**src/rtl/dither_pkg.sv**
```systemverilog
`timescale 1ns/1ps
package dither_pkg;
  // number of colour channels and their position in the pixel code
  localparam int unsigned CHANS = 2;
  typedef enum int unsigned {
    CH_RED   = 0,
    CH_GREEN = 1
  } chan_e;
  // register stages of the reset release synchronizer
  localparam int unsigned RST_STAGES = 2;
endpackage

```
**src/rtl/dither_rst_sync.sv**
```systemverilog
`timescale 1ns/1ps
module dither_rst_sync #(
  parameter int unsigned STAGES = 2
) (
  input  logic clk,
  input  logic rst_n,
  output logic rst_s_n
);
  logic [STAGES-1:0] sync_q;
  logic [STAGES-1:0] sync_d;

  always_comb begin
    sync_d = {sync_q[STAGES-2:0], 1'b1};
  end

  always_ff @(posedge clk or negedge rst_n) begin
    if (!rst_n) sync_q <= '0;
    else        sync_q <= sync_d;
  end

  assign rst_s_n = sync_q[STAGES-1];
endmodule

```
**src/rtl/dither_phase_ctr.sv**
```systemverilog
`timescale 1ns/1ps
module dither_phase_ctr #(
  parameter int unsigned PERIOD = 3,
  parameter int unsigned PH_W   = 2
) (
  input  logic            clk,
  input  logic            rst_n,
  input  logic            adv,
  output logic [PH_W-1:0] phase
);
  localparam logic [PH_W-1:0] LAST = PH_W'(PERIOD - 1);

  logic [PH_W-1:0] phase_q;
  logic [PH_W-1:0] phase_d;
  logic            phase_en;

  always_comb begin
    phase_en = adv;
    if (phase_q == LAST) phase_d = '0;
    else                 phase_d = phase_q + 1'b1;
  end

  always_ff @(posedge clk or negedge rst_n) begin
    if (!rst_n)        phase_q <= '0;
    else if (phase_en) phase_q <= phase_d;
  end

  assign phase = phase_q;
endmodule

```
**src/rtl/dither_chan_mod.sv**
```systemverilog
`timescale 1ns/1ps
module dither_chan_mod #(
  parameter int unsigned LVL_W  = 2,
  parameter int unsigned PERIOD = 3,
  parameter int unsigned PH_W   = 2,
  parameter int unsigned ROT    = 0
) (
  input  logic [PH_W-1:0]  phase,
  input  logic [LVL_W-1:0] level,
  output logic             on
);
  localparam int unsigned SUM_W = PH_W + 1;
  localparam int unsigned ROT_M = ROT % PERIOD;

  logic [SUM_W-1:0] sum;
  logic [SUM_W-1:0] lphase;

  // channel-local phase = (phase - ROT) mod PERIOD; on while it is below level
  always_comb begin
    sum = {1'b0, phase} + SUM_W'(PERIOD - ROT_M);
    if (sum >= SUM_W'(PERIOD)) lphase = sum - SUM_W'(PERIOD);
    else                       lphase = sum;
    on = (32'(lphase) < 32'(level));
  end
endmodule

```
**src/rtl/temporal_dither_mod.sv**
```systemverilog
`timescale 1ns/1ps
module temporal_dither_mod
  import dither_pkg::*;
#(
  parameter int unsigned LVL_W    = 2,
  parameter int unsigned ROT_STEP = 1
) (
  input  logic               clk,
  input  logic               rst_n,
  input  logic               frame_tick,
  input  logic               pix_valid,
  input  logic [2*LVL_W-1:0] pix_code,
  output logic               drv_valid,
  output logic               drv_red,
  output logic               drv_green
);
  localparam int unsigned PERIOD = (1 << LVL_W) - 1;
  localparam int unsigned PH_W   = $clog2(PERIOD);

  logic             rst_s_n;
  logic [PH_W-1:0]  phase_q;
  logic [CHANS-1:0] on_w;
  logic [CHANS-1:0] drv_d;
  logic [CHANS-1:0] drv_q;
  logic             vld_d;
  logic             vld_q;

  dither_rst_sync #(.STAGES(RST_STAGES)) u_rst_sync (
    .clk     (clk),
    .rst_n   (rst_n),
    .rst_s_n (rst_s_n)
  );

  dither_phase_ctr #(.PERIOD(PERIOD), .PH_W(PH_W)) u_phase (
    .clk   (clk),
    .rst_n (rst_s_n),
    .adv   (frame_tick),
    .phase (phase_q)
  );

  for (genvar c = 0; c < CHANS; c++) begin : g_chan
    dither_chan_mod #(
      .LVL_W  (LVL_W),
      .PERIOD (PERIOD),
      .PH_W   (PH_W),
      .ROT    (c * ROT_STEP)
    ) u_mod (
      .phase (phase_q),
      .level (pix_code[(CHANS-c)*LVL_W-1 -: LVL_W]),
      .on    (on_w[c])
    );
  end

  always_comb begin
    vld_d = pix_valid;
    drv_d = pix_valid ? on_w : '0;
  end

  always_ff @(posedge clk or negedge rst_s_n) begin
    if (!rst_s_n) begin
      vld_q <= 1'b0;
      drv_q <= '0;
    end else begin
      vld_q <= vld_d;
      drv_q <= drv_d;
    end
  end

  assign drv_valid = vld_q;
  assign drv_red   = drv_q[CH_RED];
  assign drv_green = drv_q[CH_GREEN];
endmodule

```
**config.mk**
```make
export PLATFORM = sky130hd
export DESIGN_NAME = temporal_dither_mod
export DESIGN_NICKNAME = d
export VERILOG_FILES = /design/src/rtl/dither_pkg.sv /design/src/rtl/dither_rst_sync.sv /design/src/rtl/dither_phase_ctr.sv /design/src/rtl/dither_chan_mod.sv /design/src/rtl/temporal_dither_mod.sv
export SDC_FILE = /design/constraint.sdc
export NUM_CORES = 1
export LEC_CHECK = 0
export CAP_MARGIN = 20
export CORE_MARGIN = 4
export CORE_UTILIZATION = 25
export DETAILED_ROUTE_END_ITERATION = 10
export GPL_TIMING_DRIVEN = 0
export HOLD_SLACK_MARGIN = 0.03
export MAX_ROUTING_LAYER = met4
export PLACE_DENSITY = 0.47
export SLEW_MARGIN = 30
export SYNTH_ARGS = -nofsm -noshare
export SYNTH_HDL_FRONTEND = slang
export SYNTH_HIERARCHICAL = 1
export SYNTH_SLANG_ARGS = --single-unit
export TNS_END_PERCENT = 1
```
**constraint.sdc**
```tcl
create_clock -name clk -period 0.9 [get_ports clk]
set_clock_uncertainty 0.2 [all_clocks]
set_input_delay 0.18 -clock clk [delete_from_list [all_inputs] [get_ports clk]]
set_output_delay 0.18 -clock clk [all_outputs]
set_load 0.05 [all_outputs]
```
==> results.txt <==
Status = finished with violations
Failing checks = hold timing, setup timing
Arrival @ worst endpoint = 1.72 ns
Combinational share of power = 0.639
CP max stage delay = 0.41 ns
Area leader, netlist = dfrtp_1
Average wire per standard cell = 11.71 µm
Row count = 13
CTS tree = done
Switching pwr = 0.7609 mW
CTS Buffer Depth = 2
Share of cells above drive strength 1 = 0.4528
Slew Limit Fails = 0
Layout area overhead = 63.70%
Worst Setup Start Kind = flop
Post-synth top area share = 0.4620
Count of different cell masters after synthesis = 13
Die height = 46.94 µm
Core area = 1366 µm²
Commonest cells in the synthesized netlist = dfrtp_1 (7), ha_1 (6), inv_1 (6)
Top FF cell, synth = dfrtp_1
Design area = 620.6 µm²
Clock Sinks = 7
Mapped Avg Cell Area = 11.85 µm²
Final hold violation count = 7
Switching portion of total power = 0.3746
Num CTS Buffers = 3
Mapped Cells = 32
Worst path top cell family by delay = adder cells
Gpl congestion = 0.6149
CP Buf/Inv Count = 1
H-tree Lvls = 1
Clock transition at the registers of the reported paths = 0.05 ns
Fill cells = 137
Mapped cell area = 379.1 µm²
Antenna Nets Post-Route = 0
Synth area leaders = dfrtp_1 (46%), ha_1 (20%), inv_1 (5.9%), xor2_1 (4.6%), a221oi_2 (4.0%)
Warnings from Yosys = 6
EDFF count, synth = 0
DP Area = 498.0 µm²
Drt pass-1 iters = 1
Antenna Cells = 0
Crit. End Element = flop
Setup_tns = -3.434 ns
RSZ-0062 raised after global routing = yes
Die area = 2203 µm²
Net count, final = 68
Largest net degree at the start of global routing = 6
Post-Syn Nets = 46
Clock root buffer = clkbuf_4
Internal Power = 1.270 mW
Maximum fanout along the worst path = 3
Pwr dens = 3272 nW/µm²
DR vias/cell = 4.191
Final hold slack = -0.1110 ns
Multi-input logic area = 219.0 µm²
GRT overflow = 0
GRT Overall Usage = 0.09098
Most frequent cell after synthesis = dfrtp_1
Port buffer count = 10
#FFs+latches synth = 7
Drc violations = 0
Leakage = 0.2894 nW
Finish-stage setup viols = 7
Initial antenna violation count = 0
Via count = 285
Clock share of power = 0.138
Fin crit share = 1.928
Post-synth ARST share = 1.000
Width of the die = 46.94 µm
Worst endpoint required time = 0.89 ns
Io pins = 11
DP Wirelength = 542.7 µm
MaxCap Viol Count = 0
Crit Path Class = reg2reg
Storage cell area = 177.7 µm²
Max Freq = 0.5763 GHz
Later-pin clock latency in the skew report = 0.25 ns
DR iter-0 viols = 0
Register area share after synthesis = 0.4620
CP max-delay cell = dfrtp_2
Crit-path cells = inv_2 > ha_4 > xor2_1 > ha_1 > a211oi_2 > and2_1
Sequential share of power = 0.223
Total routed wirelength = 796 µm
Hold Path Class = reg2async
First-pass GRT wire length = 1152 µm
Vias in the first global route = 292
Tmin final = 1.735 ns
Initial Utilization = 0.2775
Peak supply drop = 1.218 mV
PnR worst setup slack = -0.8351 ns
==> cells in the final DEF (no fill, tap or decap), types with 2 or more instances in the layout <==
cell,count
clkdlybuf4s15_2,3
ha_4,3
dfrtp_1,5
inv_2,3
dfrtp_2,2
ha_1,3
buf_4,7
nand2b_1,2
and2_1,2
xor2_1,2
inv_1,3
clkdlybuf4s50_1,7
clkbuf_4,3
==> per-stage QoR <==
| stage | instances | hold slack [ns] | util | worst slack [ns] | power (mW) |
|---|---|---|---|---|---|
| 2_1_floorplan | 32 | -0.3156 | - | -0.8561 | 1.148 |
| 3_3_place_gp | 57 | -0.1267 | 0.3645 | -0.9641 | 1.316 |
| 3_5_place_dp | 57 | -0.1044 | 0.3645 | -0.9815 | 1.363 |
| 4_1_cts | 65 | -0.1107 | 0.4103 | -0.8377 | 1.774 |
| 5_1_grt | 68 | -0.1143 | 0.4542 | -0.8782 | 2.228 |
| 6_report | 68 | -0.1110 | 0.4542 | -0.8351 | 2.031 |
==> layout make-up <==
type                       count  area share
sequential                     7      0.2863
tap                           15     0.03024
timing repair buffer          17      0.2520
inverter                       6     0.03629
clock buffer                   4     0.04234
multi-input combinational     19      0.3528
==> worst reg2reg max path: cells and delay by family (launching register included) <==
kind | cells | cell delay, ns
XOR/XNOR | 1 | 0.14
AO/OA/AOI/OAI | 1 | 0.21
adder cells (fa/ha/maj) | 2 | 0.51
buffers and inverters | 1 | 0.08
flip-flops | 1 | 0.41
AND/OR/NAND/NOR | 1 | 0.14
==> kinds of logic (layout without fill, tap and decap cells) <==
kind of cell,count (synthesis),count (layout),share of synthesized area
AND/OR/NAND/NOR,6,6,0.08578
buffers and inverters,6,27,0.05940
multiplexers,2,2,0.06600
AO/OA/AOI/OAI,2,2,0.07259
other,1,1,0.009891
adder cells (fa/ha/maj),6,6,0.1980
flip-flops,7,7,0.4621
XOR/XNOR,2,2,0.04621
==> registers in the layout (all words and copies together) (netlist names) <==
register,flops
u_phase/phase,2
drv_valid,1
u_rst_sync/sync_q,2
drv_q,2
==> power groups by stage <==
stage	Sequential [mW]	Clock [mW]	Combinational, mW
global route	0.463	0.321	1.45
detailed placement	0.503	0	0.860
floorplan	0.600	0	0.548
finish	0.452	0.280	1.30
CTS	0.465	0.300	1.01
global placement	0.498	0	0.818
==> metal layers <==
metal / GRT usage / up-vias / share of wire
met4: 0.09945 / 0 / 0.015
li1: - / 143 / -
met1: 0.08121 / 131 / 0.39
met2: 0.1301 / 9 / 0.56
met5: - / - / 0
met3: 0.04598 / 2 / 0.030
==> path summary, 6_finish.rpt <==
kind	start	endpoint	slack, ns	cells after the start
max	u_phase/phase[0]$_DFFE_PN0P_	drv_q[0]$_DFF_PN0_	-0.84	6
min	u_rst_sync/sync_q[1]$_DFF_PN0_	drv_q[0]$_DFF_PN0_	-0.11	0
max reg2reg	u_phase/phase[0]$_DFFE_PN0P_	drv_q[0]$_DFF_PN0_	-0.84	6
min reg2reg	u_rst_sync/sync_q[1]$_DFF_PN0_	drv_q[0]$_DFF_PN0_	-0.11	0
max in group asynchronous	u_rst_sync/sync_q[1]$_DFF_PN0_	u_phase/phase[1]$_DFFE_PN0P_	0.40	0
min in group clk	u_rst_sync/sync_q[0]$_DFF_PN0_	u_rst_sync/sync_q[1]$_DFF_PN0_	0.17	0
==> repair_timing <==
| action | CTS | global route |
|---|---|---|
| endpoints found under the setup margin | 7 | 7 |
| pin swaps | 3 | 6 |
| cloned | 0 | 0 |
| setup buffers | 4 | 3 |
| gates resized for setup | 12 | 5 |
| hold endpoints to repair | 7 | 7 |
Note: power is estimated with default switching activity, not from simulation.
